### config.mk
export PLATFORM = sky130hd
export DESIGN_NAME = uart_tx_fifo_holdoff
export DESIGN_NICKNAME = d
export VERILOG_FILES = /design/src/rtl/uart_tx_fifo_holdoff.sv
export SDC_FILE = /design/constraint.sdc
export NUM_CORES = 1
export LEC_CHECK = 0
export ABC_CLOCK_PERIOD_IN_PS = 3900
export BUFFER_PORTS_ARGS = -buffer_cell sky130_fd_sc_hd__buf_4
export CORE_MARGIN = 2
export CORE_UTILIZATION = 40
export CTS_BUF_LIST = sky130_fd_sc_hd__clkbuf_4
export DETAILED_ROUTE_END_ITERATION = 7
export PLACE_DENSITY = 0.52
export SLEW_MARGIN = 20
export SYNTH_ARGS = -nofsm -noshare
export SYNTH_HDL_FRONTEND = slang
export SYNTH_SLANG_ARGS = --single-unit
### constraint.sdc
create_clock -name clk -period 3.9 [get_ports clk]
set_input_delay 0 -clock clk [delete_from_list [all_inputs] [get_ports clk]]
set_output_delay 0 -clock clk [all_outputs]
set_load 0.01 [all_outputs]
### src/rtl/uart_tx_fifo_holdoff.sv
module uart_tx_fifo_holdoff #(
  parameter int DEPTH      = 16,
  parameter int DATA_W     = 8,
  parameter int OVERSAMPLE = 16
) (
  input  logic              clk,
  input  logic              rst_n,
  input  logic [DATA_W-1:0] wr_data,
  input  logic              wr_en,
  input  logic              irq_en,
  input  logic              baud_tick,
  output logic              txd,
  output logic              fifo_full,
  output logic              tx_empty,
  output logic              irq
);
  localparam int PTR_W      = $clog2(DEPTH);
  localparam int CNT_W      = $clog2(DEPTH + 1);
  localparam int FRAME_W    = DATA_W + 2;
  localparam int BIT_W      = $clog2(FRAME_W);
  localparam int OS_W       = $clog2(OVERSAMPLE);
  localparam int HOLD_TICKS = FRAME_W * OVERSAMPLE;
  localparam int HOLD_W     = $clog2(HOLD_TICKS + 1);

  logic [DATA_W-1:0]  mem [DEPTH];
  logic [PTR_W-1:0]   wp, rp;
  logic [CNT_W-1:0]   count, count_nxt;
  logic               busy;
  logic [FRAME_W-1:0] frame;
  logic [BIT_W-1:0]   bit_idx;
  logic [OS_W-1:0]    tick_cnt;
  logic               armed, hold_active;
  logic [HOLD_W-1:0]  hold_cnt;
  logic               load, wr_ok, q_empty;

  assign q_empty   = (count == '0);
  assign fifo_full = (count == CNT_W'(DEPTH));
  assign load      = !busy && !q_empty;
  assign wr_ok     = wr_en && (!fifo_full || load);
  assign count_nxt = count + CNT_W'(wr_ok) - CNT_W'(load);

  assign txd      = busy ? frame[0] : 1'b1;
  assign tx_empty = !busy;
  assign irq      = irq_en && q_empty && !hold_active;

  always_ff @(posedge clk)
    if (wr_ok) mem[wp] <= wr_data;

  always_ff @(posedge clk) begin
    if (!rst_n) begin
      wp    <= '0;
      rp    <= '0;
      count <= '0;
    end else begin
      if (wr_ok) wp <= wp + 1'b1;
      if (load)  rp <= rp + 1'b1;
      count <= count_nxt;
    end
  end

  always_ff @(posedge clk) begin
    if (!rst_n) begin
      busy     <= 1'b0;
      frame    <= '1;
      bit_idx  <= '0;
      tick_cnt <= '0;
    end else if (load) begin
      busy     <= 1'b1;
      frame    <= {1'b1, mem[rp], 1'b0};
      bit_idx  <= '0;
      tick_cnt <= '0;
    end else if (busy && baud_tick) begin
      if (tick_cnt == OS_W'(OVERSAMPLE - 1)) begin
        tick_cnt <= '0;
        frame    <= {1'b1, frame[FRAME_W-1:1]};
        if (bit_idx == BIT_W'(FRAME_W - 1)) busy <= 1'b0;
        else bit_idx <= bit_idx + 1'b1;
      end else begin
        tick_cnt <= tick_cnt + 1'b1;
      end
    end
  end

  always_ff @(posedge clk) begin
    if (!rst_n) begin
      armed       <= 1'b1;
      hold_active <= 1'b0;
      hold_cnt    <= '0;
    end else if (count_nxt >= CNT_W'(2)) begin
      armed       <= 1'b0;
      hold_active <= 1'b0;
    end else begin
      if (count_nxt == '0) armed <= 1'b1;
      if (armed && wr_ok && q_empty) begin
        hold_active <= 1'b1;
        hold_cnt    <= HOLD_W'(HOLD_TICKS);
      end else if (hold_active && baud_tick) begin
        if (hold_cnt == HOLD_W'(1)) hold_active <= 1'b0;
        hold_cnt <= hold_cnt - 1'b1;
      end
    end
  end

  AST_COUNT_BOUND: assert property (@(posedge clk) disable iff (!rst_n)
    count <= CNT_W'(DEPTH));
  AST_COUNT_STEP: assert property (@(posedge clk) disable iff (!rst_n)
    (count == $past(count)) || (count == $past(count) + 1'b1) || (count + 1'b1 == $past(count)));
  AST_FULL_DROP: assert property (@(posedge clk) disable iff (!rst_n)
    (fifo_full && wr_en && !load) |=> fifo_full);
  AST_FULL_SAME_CYCLE: assert property (@(posedge clk) disable iff (!rst_n)
    (fifo_full && wr_en && load) |=> fifo_full);
  AST_AUTO_START: assert property (@(posedge clk) disable iff (!rst_n)
    (!busy && !q_empty) |=> (!tx_empty && !txd));
  AST_FIRST_BYTE_QUIET: assert property (@(posedge clk) disable iff (!rst_n)
    (wr_en && q_empty) |=> !irq);
  AST_GUARD_QUIET: assert property (@(posedge clk) disable iff (!rst_n)
    (armed && wr_en && q_empty) |=> (hold_active && !irq));
  AST_DISARMED: assert property (@(posedge clk) disable iff (!rst_n)
    (count >= CNT_W'(2)) |-> (!hold_active && !armed));
  AST_REARM: assert property (@(posedge clk) disable iff (!rst_n)
    (count == '0) |=> (armed || count != '0));
endmodule

# Word level (Yosys, flattened, before mapping)
# Memory sizes are Yosys's and may differ from the RTL's. A register that Yosys moved wholly into a read port is not among the register bits.
# Index checks and enable logic that the tools add are counted.
totals:
  n_memories: 1
  elab_cells: 74
  reg_bits: 41
  ramBits: 128
mem_list:
  columns: ["memory", "words", "width", "read_ports", "rd_clocked_by_memory_dff", "write_ports", "line", "rtl"]
  rows:
  - ["mem", 16, 8, 1, 1, 1, "25", "logic [DATA_W-1:0] mem [DEPTH];"]
op_classes:
  n_mux: 20
  reduce_logical: 28
  magnitude_cmp: 1
  addsub: 7
  n_eq_ne: 4
  bitwise: 3
op_table:
  columns: ["cell", "count"]
  rows:
  - ["$mux 9", 3]
  - ["$add 4x1->4 const B", 4]
  - ["$mux 8", 2]
  - ["$mux 1", 12]
  - ["$mux 4", 3]
  - ["$reduce_bool 2->1", 6]
  - ["$logic_not 5->1", 2]
  - ["$eq 4x4->1 const B", 2]
  - ["$eq 8x1->1 const B", 1]
  - ["$logic_and 1x1->1", 8]
  - ["$sub 8x1->8 const B", 1]
  - ["$reduce_and 2->1", 3]
  - ["$reduce_and 3->1", 2]
  - ["$add 5x1->5", 1]
  - ["$eq 5x5->1 const B", 1]
  - ["$ge 5x2->1 const B", 1]
  - ["$sub 5x1->5", 1]
  - ["$logic_not 1->1", 4]
  - ["$reduce_or 2->1", 2]
  - ["$not 1->1", 3]
  - ["$logic_or 1x1->1", 1]

# Logic depth before layout (Yosys ltp)
# Gate-level depths: netlist of the first run.
logic_depth:
  depth_word: 10
  depth_mapped: 14
  ltp_nobuf: 13

# Worst setup path after synthesis of the first run
# OpenSTA, ideal clock, no wires.
synth_path:
  kind: "register to register"
  start: "reg count[2]"
  end: "reg hold_cnt[4]"
  t_arrival_ps: 2683
  slack_ps: 1099
  path_stages_with_launch: 15
  period_less_slack_ps: 2801
  required_time_ps: 3783
  path_buffers: 1
  cell_sequence: "dfxtp_1 > inv_1 > ha_1 > nor4b_4 > or2_2 > buf_4 > nand2_1 > nand2_1 > ha_1 > fa_1 > nand3b_1 > a31oi_1 > o21ai_1 > nor3_1 > a32o_1"
synth_via:
  elab_chain_cells: 10
synth_rtl:
  columns: ["item", "line", "rtl"]
  rows:
  - ["start: declaration", "27", "logic [CNT_W-1:0] count, count_nxt;"]
  - ["start signal: assignment", "57", "count <= count_nxt;"]
  - ["$logic_not 5->1", "36", "assign q_empty = (count == '0);"]
  - ["$logic_not 1->1", "38", "assign load = !busy && !q_empty;"]
  - ["$logic_and 1x1->1", "38", null]
  - ["$logic_or 1x1->1", "39", "assign wr_ok = wr_en && (!fifo_full || load);"]
  - ["$logic_and 1x1->1", "39", null]
  - ["$add 5x1->5", "40", "assign count_nxt = count + CNT_W'(wr_ok) - CNT_W'(load);"]
  - ["$sub 5x1->5", "40", null]
  - ["$ge 5x2->1", "89", "end else if (count_nxt >= CNT_W'(2)) begin"]
  - ["$not 1->1 (no line)", null, null]
  - ["$reduce_and 2->1 (no line)", null, null]
  - ["end signal: assignment", "96", "hold_cnt <= HOLD_W'(HOLD_TICKS);"]
  - ["end signal: assignment", "99", "hold_cnt <= hold_cnt - 1'b1;"]
  - ["end: declaration", "33", "logic [HOLD_W-1:0] hold_cnt;"]
# Several ways; a longest one is shown, not always the timed one.
# A chain may end at the register's enable or synchronous reset.

# Worst setup path after layout of the first run
layout_path:
  start: "reg count[3]"
  end: "reg hold_cnt[4]"
# Same word-level chain as after synthesis.

==> results_dict.tcl, run 1 <==
set metrics [dict create \
    die_area_um2 18900 \
    async_flop_share 0 \
    path_max_fanout 8 \
    synth_edf_count 128 \
    grt_max_degree 24 \
    critPathLaunchType "flop" \
    drt_first_pass_iters 4 \
    drc_errors 0 \
    cts.sink_count 173 \
    drtIter0Drc 246 \
    fp.dieH_um 137 \
    cp.required_ns 4.37 \
    path_buf_inv 1 \
    post_drt_wl_per_cell_um 19.5 \
    ys_seq_elements 173 \
    clock_skew_ns 0.0257 \
    cts_buffer_depth 2 \
    crit_type "reg -> reg" \
    worst_path_max_delay_cell "o21ai_1" \
    path_clk_slew_ns 0.15 \
    insertion_delay_ns 0.56 \
    slowest_delay_ns 0.42 \
    end_kind "flop" \
    nets 521 \
    final_common_cell "edfxtp_1" \
    fmax_ghz 0.322 \
    cap_violations 0 \
    viasPerCell 5.31 \
    crit_chain "inv_1, ha_1, nor4b_4, or2_2, nand2_1, nand2_1, ha_1, fa_1, nand3b_1, a31oi_1, o21ai_1, nor3_1, a32o_1" \
    synth_ff_type "edfxtp_1" \
    clockRootBuffer "clkbuf_4" \
    rsz0062_at_grt "no" \
    ys_warn_count 0 \
    crit_start "count[3]" \
    netlist_instances 451 \
    fin_crit_sh 0.796 \
    grt_pass1_wl_um 22500 \
    cts_tree "built" \
    worst_pin_slew_ns 1.09 \
    slew_viol_final 0 \
    timing.setup.tns_ns 0 \
    final_core_util 0.456 \
    fp.dieW_um 137 \
    cts_setup_buffers 0 \
    placed_area_um2 7510 \
    synth-seq-area-share 0.666 \
    io_pins 17 \
    vias 3879 \
    rows 48 \
    r2r-start "count[3]" \
    hpwlAfterDp_um 9400 \
    avgSynthCellArea_um2 15.8 \
    antenna_found_initial 1 \
    area_growth_pct 11.0 \
    grtUsageTotal 0.165 \
    numPortBuffers 16 \
    relSlewSlack 0.271 \
    htreeDepth 4 \
    coreArea_um2 17400 \
    ant_nets 0 \
    final_cell_mix "128 x edfxtp_1, 44 x dfxtp_1, 35 x nor2_1, 29 x buf_4" \
    syn_area_um2 7130 \
    path_delay_family "simple AND/OR/NAND/NOR gates" \
    worstHoldStart "wr_data[7]" \
    ys_types 56 \
    hold_class "in -> reg" \
    globalplace.congestion 0.735 \
    overflow 0 \
    drive_gt1_frac 0.200 \
    arrival_ns 3.58 \
    setup_viol 0 \
    finalHoldViolations 0 \
    vdd_drop_max_uv 315 \
    power_leakage_nw 2.58 \
    synth_fp_nets 480 \
    grt_pass1_vias 3979 \
    initial_utilization 0.411 \
    numCtsBuffers 17 \
    outcome "completed" \
    power_density_nw_per_um2 575 \
    nFillCells 1500 \
    finalInstanceArea_um2 7910 \
    wl_um 14200 \
    period_minus_slack_ns 3.11 \
]
-- per-layer routing --
metal | global-route usage | wire length, µm | up-vias
met3 | 0.0408 | 445 | 7
met5 | 0 | 0 | -
met2 | 0.265 | 6860 | 62
met1 | 0.223 | 6820 | 1970
met4 | 0.0475 | 116 | 0
li1 | - | - | 1840
-- state kept, by name, summed over array words and instances, names as in the netlist, named ones only --
name         count
busy             1
wp               4
bit_idx          4
mem            128
armed            1
hold_active      1
tick_cnt         4
count            5
frame            9
hold_cnt         8
rp               4
-- cell type report --
cell class,instances,area [µm²],area share
antenna,1,2.50,0.000316
clock buffer,19,143,0.0180
clock inverter,13,130,0.0165
inverter,11,41.3,0.00522
multi-input combinational,248,2230,0.282
sequential,173,4750,0.600
tap,225,282,0.0356
timing repair buffer,41,338,0.0427
-- logic make-up after synthesis --
logic type / count (synthesis) / synth area share
AOI/OAI and AO/OA: 47 / 0.0486
xor gates and xnor gates: 14 / 0.0172
adders and majority gates: 16 / 0.0291
buffers and inverters: 30 / 0.0219
DFF: 173 / 0.666
muxes: 51 / 0.132
and+or+nand+nor: 120 / 0.0853
-- final timing paths --
| path | to | slack (ns) | cells after the start |
|---|---|---|---|
| max | hold_cnt[4] | 0.79 | 13 |
| min | mem[8][7] | 0.28 | 2 |
| max reg2reg | hold_cnt[4] | 0.79 | 13 |
| min reg2reg | tick_cnt[1] | 0.50 | 2 |
-- worst reg2reg max path: cells and delay by family, from the launching register on --
family          cells  cell delay (ns)
fa+ha+maj           3             0.79
simple gates        6             0.96
compound gates      3             0.84
flops               1             0.37
buf+inv             1             0.07
-- timing repair --
action | CTS | global route
hold buffers | 12 | 0
hold endpoints to repair | 156 | 0
resized for setup | 0 | 0
-- cell usage after synthesis (3+ instances only) --
cell      count  area [µm²]
xor2_1       10        87.6
o22a_1        4        35.0
nand3_1       9        45.0
a211oi_1      3        22.5
nand2_1      28         105
buf_2         7        35.0
mux2i_1      18         180
mux4_2       28         631
mux4_1        5         131
o31ai_1       3        22.5
nor2_1       35         131
or3_1         7        43.8
a21oi_1       5        25.0
dfxtp_1      45         901
a31oi_1       5        31.3
buf_4         3        22.5
o21ai_0       7        35.0
edfxtp_1    128        3840
xnor2_1       4        35.0
ha_1         15         188
nand4_1       8        50.1
o221a_2       3        33.8
and2_1        6        37.5
inv_1        10        37.5
a311oi_1      3        26.3
clkbuf_1      6        22.5
nand2b_1      4        25.0
nor3_1       10        50.1
-- per-stage QoR --
step                      worst slack [ns]  cells  hold slack [ns]  power [mW]
after floorplan                       1.10    451           0.0989        3.25
final                                0.794    731            0.279        4.55
after global routing                 0.537    731            0.229        4.82
after CTS                            0.792    730            0.238        4.60
after global placement               0.900    686            0.305        3.58
after detailed placement             0.793    686            0.319        3.60
-- power breakdown --
part	switching [mW]	internal [mW]
sequential	0.142	2.11
combinational	0.712	0.595
clock	0.644	0.347
total	1.50	3.05
Note: power is estimated with default switching activity, not from simulation.
==> run 2: changes to the inputs <==
--- a/config.mk
+++ b/config.mk
@@ -5,7 +5,7 @@
 export SDC_FILE = /design/constraint.sdc
 export NUM_CORES = 1
 export LEC_CHECK = 0
-export ABC_CLOCK_PERIOD_IN_PS = 3900
+export ABC_CLOCK_PERIOD_IN_PS = 3250
 export BUFFER_PORTS_ARGS = -buffer_cell sky130_fd_sc_hd__buf_4
 export CORE_MARGIN = 2
 export CORE_UTILIZATION = 40
==> constraint.sdc (replaced) <==
create_clock -name clk -period 3.25 [get_ports clk]
set_input_delay 0 -clock clk [delete_from_list [all_inputs] [get_ports clk]]
set_output_delay 0 -clock clk [all_outputs]
set_load 0.01 [all_outputs]
==> run 2 against run 1 <==
  * Worst hold slack gained 0.012 ns
  * Die area unchanged
  * Design area is 1.4% higher
  * Largest cell class unchanged
  * Largest power group unchanged
==> results_dict.tcl, run 2 (synthesized netlist as in run 1, its figures left out) <==
set metrics [dict create \
    hpwlAfterDp_um 9510 \
    insertion_delay_ns 0.54 \
    overflow 0 \
    arrival_ns 3.42 \
    seq_area_um2 4750 \
    clockRootBuffer "clkbuf_4" \
    drive_gt1_frac 0.222 \
    initial_utilization 0.411 \
    clock_skew_ns 0.0283 \
    cap_violations 0 \
    worst_pin_slew_ns 0.533 \
    path_max_fanout 6 \
    final_core_util 0.462 \
    multi_input_area_um2 2230 \
    final_cell_mix "128 x edfxtp_1, 44 x dfxtp_1, 41 x buf_4, 35 x nor2_1" \
    outcome "completed" \
    ant_nets 0 \
    rsz0062_at_grt "no" \
    path_clk_slew_ns 0.17 \
    rows 48 \
    cts.sink_count 173 \
    nFillCells 1532 \
    drc_errors 0 \
    cts_tree "built" \
    numCtsBuffers 17 \
    max_flop_register "mem" \
    drtIter0Drc 297 \
    coreArea_um2 17400 \
    fp.dieW_um 137 \
    die_area_um2 18900 \
    power_leakage_nw 2.65 \
    power_density_nw_per_um2 690 \
    slew_viol_final 0 \
    drt_first_pass_iters 4 \
    setup_viol 0 \
    crit_type "reg -> reg" \
    nets 533 \
    cts_setup_buffers 0 \
    timing.setup.tns_ns 0 \
    numPortBuffers 16 \
    final_common_cell "edfxtp_1" \
    htreeDepth 4 \
    fin_crit_sh 0.917 \
    globalplace.congestion 0.749 \
    grt_pass1_wl_um 22300 \
    largest_reg_flops 128 \
    cts_buffer_depth 2 \
    wl_um 14300 \
    hold_class "in -> reg" \
    grtUsageTotal 0.165 \
    post_drt_wl_per_cell_um 19.3 \
    critPathLaunchType "flop" \
    vdd_drop_max_uv 398 \
    fmax_ghz 0.335 \
    antenna_found_initial 1 \
    finalHoldViolations 0 \
    fp.dieH_um 137 \
    io_pins 17 \
    cp.required_ns 3.69 \
    reg2reg_slack_ns 0.27 \
    top_regs "mem x128, frame x9, hold_cnt x8" \
    relSlewSlack 0.642 \
    end_kind "flop" \
    vias 3931 \
    area_growth_pct 12.5 \
    grt_pass1_vias 3946 \
    viasPerCell 5.29 \
    grt_max_degree 29 \
    period_minus_slack_ns 2.98 \
]
-- run 2: final timing paths --
path,from,to,cells after the start
max,count[3],hold_cnt[7],13
min,wr_data[7],mem[10][7],2
max reg2reg,count[3],hold_cnt[7],13
min reg2reg,rp[1],flop,2
-- run 2: cell type report --
class,instances,share of cell area
sequential,173,0.592
multi-input combinational,248,0.278
timing repair buffer,53,0.0546
tap,225,0.0351
clock inverter,15,0.0187
clock buffer,17,0.0159
inverter,11,0.00515
antenna,1,0.000312
-- run 2: routing by layer --
layer  vias to the layer above  part of all wire  track usage
met2                        55              0.49        0.268
met1                      1995              0.48        0.224
li1                       1865                 -            -
met5                         -                 0            0
met3                        16             0.026       0.0386
met4                         0            0.0098       0.0447
-- run 2: what timing repair did --
action                                  4_1_cts  5_1_grt
endpoints found under the hold margin       152        0
hold buffers                                 11        0
resized for setup                             0        1
endpoints found under the setup margin        0        1
-- run 2: worst max-delay path, stage by stage (launching register included) --
cell and delay (ns):
dfxtp_1 0.37, inv_1 0.07, ha_1 0.20, nor4b_4 0.14, or2_2 0.28, nand2_1 0.06, nand2_1 0.05, ha_1 0.20
fa_1 0.42, nand3b_1 0.13, and4_1 0.25, o21a_1 0.28, a31oi_1 0.12, a311oi_1 0.30
-- run 2: where the power goes --
part           total, mW  leakage (nW)  switching [mW]  internal (mW)
registers           2.68          1.52           0.152           2.53
clock network       1.18         0.152           0.829          0.348
logic               1.67         0.974           0.907          0.764
-- run 2: stage by stage --
step | power [mW] | cell area [µm²] | cells | hold WS (ns) | setup WS, ns
3_5_place_dp | 4.40 | 7620 | 699 | 0.309 | 0.250
6_report | 5.53 | 8020 | 743 | 0.291 | 0.269
5_1_grt | 5.89 | 8020 | 743 | 0.222 | 0.0477
2_1_floorplan | 3.90 | 7130 | 451 | 0.0989 | 0.449
3_3_place_gp | 4.37 | 7620 | 699 | 0.297 | 0.333
4_1_cts | 5.60 | 8010 | 742 | 0.229 | 0.220
==> run 3: changes to the inputs <==
--- a/config.mk
+++ b/config.mk
@@ -5,8 +5,9 @@
 export SDC_FILE = /design/constraint.sdc
 export NUM_CORES = 1
 export LEC_CHECK = 0
-export ABC_CLOCK_PERIOD_IN_PS = 3250
+export ABC_CLOCK_PERIOD_IN_PS = 2800
 export BUFFER_PORTS_ARGS = -buffer_cell sky130_fd_sc_hd__buf_4
+export CORE_ASPECT_RATIO = 1.5
 export CORE_MARGIN = 2
 export CORE_UTILIZATION = 40
 export CTS_BUF_LIST = sky130_fd_sc_hd__clkbuf_4
==> constraint.sdc (replaced) <==
create_clock -name clk -period 2.8 [get_ports clk]
set_input_delay 0 -clock clk [delete_from_list [all_inputs] [get_ports clk]]
set_output_delay 0 -clock clk [all_outputs]
set_load 0.01 [all_outputs]
==> run 3 against run 2 <==
  * The flow now finishes with violations (DRC)
  * Design area grew 2.4%
  * Combinational power grew 35%
  * Non-clock buffer count grew 9
  * Largest power group unchanged
==> results_dict.tcl, run 3 (synthesized netlist as in run 1, its figures left out) <==
set metrics [dict create \
    clock_skew_ns 0.0242 \
    arrival_ns 3.14 \
    nets 542 \
    initial_utilization 0.409 \
    critPathLaunchType "flop" \
    grt_pass1_wl_um 22700 \
    globalplace.congestion 0.780 \
    drive_gt1_frac 0.270 \
    fin_crit_sh 0.956 \
    io_pins 17 \
    wl_um 14600 \
    htreeDepth 4 \
    clockRootBuffer "clkbuf_4" \
    finalHoldViolations 0 \
    grt_max_degree 29 \
    fmax_ghz 0.374 \
    antenna_found_initial 1 \
    insertion_delay_ns 0.57 \
    cp.required_ns 3.27 \
    final_core_util 0.471 \
    cts_buffer_depth 2 \
    ant_nets 0 \
    period_minus_slack_ns 2.68 \
    top_regs "mem x128, frame x9, hold_cnt x8" \
    outcome "complete, but fails checks" \
    setup_viol 0 \
    final_cell_mix "128 x edfxtp_1, 49 x buf_4, 42 x dfxtp_1, 34 x nor2_1, 28 x mux4_2" \
    path_clk_slew_ns 0.16 \
    power_density_nw_per_um2 836 \
    drtIter0Drc 352 \
    end_kind "flop" \
    cts_tree "built" \
    final_common_cell "edfxtp_1" \
    rows 59 \
    largest_reg_flops 128 \
    drc_errors 3 \
    grtUsageTotal 0.162 \
    vdd_drop_max_uv 268 \
    worst_pin_slew_ns 0.631 \
    violations "DRC" \
    vias 4054 \
    cap_violations 0 \
    total_power_mw 6.87 \
    numPortBuffers 16 \
    overflow 0 \
    die_area_um2 18900 \
    hpwlAfterDp_um 10100 \
    fp.dieH_um 167 \
    slew_viol_final 0 \
    instances_no_fill 740 \
    max_flop_register "mem" \
    area_growth_pct 15.2 \
    cts.sink_count 173 \
    path_max_fanout 5 \
    drt_first_pass_iters 6 \
    numCtsBuffers 17 \
    place_inst 692 \
    fp.dieW_um 113 \
    power_leakage_nw 2.71 \
    relSlewSlack 0.579 \
    post_drt_wl_per_cell_um 19.7 \
    viasPerCell 5.48 \
    coreArea_um2 17400 \
    hold_class "in -> reg" \
    crit_type "reg -> reg" \
    grt_pass1_vias 4170 \
]
run 3: layout make-up:
class | count | area (µm²)
fillers | 1552 | 9210
flip-flops and latches | 173 | 4750
multi-input cells | 248 | 2340
repair buffers | 62 | 508
well taps | 213 | 267
clock inverters | 15 | 174
clock buffers | 17 | 128
inverters | 11 | 41.3
diodes | 1 | 2.50
run 3: repair_timing:
action | CTS | global route
endpoints found under the setup margin | 8 | 10
pin swaps | 1 | 8
gates resized for setup | 7 | 20
hold buffers | 12 | 0
buffers inserted | 0 | 3
endpoints found under the hold margin | 158 | 0
run 3: worst max-delay path, stage by stage (launching register included):
cell and delay [ns]:
dfxtp_2 0.36, inv_2 0.07, ha_4 0.13, nor4b_4 0.25, or3_4 0.22, nand2_4 0.05
ha_4 0.16, fa_2 0.39, nand3b_1 0.17, and4_4 0.28, o21ai_4 0.09, buf_4 0.15
a211oi_2 0.15, o22ai_1 0.11
run 3: path summary, 6_finish.rpt:
kind                     from     endpoint  slack [ns]  depth (start not counted)
setup / recovery     count[2]  hold_cnt[2]        0.12                         13
hold / removal     wr_data[4]   mem[14][4]        0.26                          2
setup reg to reg     count[2]  hold_cnt[2]        0.12                         13
hold reg to reg   tick_cnt[1]  tick_cnt[1]        0.50                          2
run 3: routing by layer:
layer / up-vias / share of wire / GRT usage
met5: - / 0 / 0
met4: 0 / 0.029 / 0.0657
met3: 29 / 0.032 / 0.0398
met2: 89 / 0.56 / 0.301
met1: 2051 / 0.38 / 0.172
li1: 1885 / - / -
run 3: where the power goes:
part | internal, mW | total (mW) | switching (mW)
clock | 0.490 | 1.46 | 0.965
sequential | 2.94 | 3.15 | 0.210
combinational | 1.08 | 2.26 | 1.17
total | 4.52 | 6.87 | 2.35
run 3: stage by stage:
stage	setup slack (ns)	instance area, µm²	hold slack, ns	setup TNS [ns]
6_report	0.123	8210	0.261	0
5_1_grt	-0.0394	8210	0.215	-0.106
4_1_cts	0.00701	8090	0.216	0
3_5_place_dp	-0.0965	7650	0.315	-0.315
3_3_place_gp	0.0458	7650	0.295	0
2_1_floorplan	0.0478	7130	0.0989	0
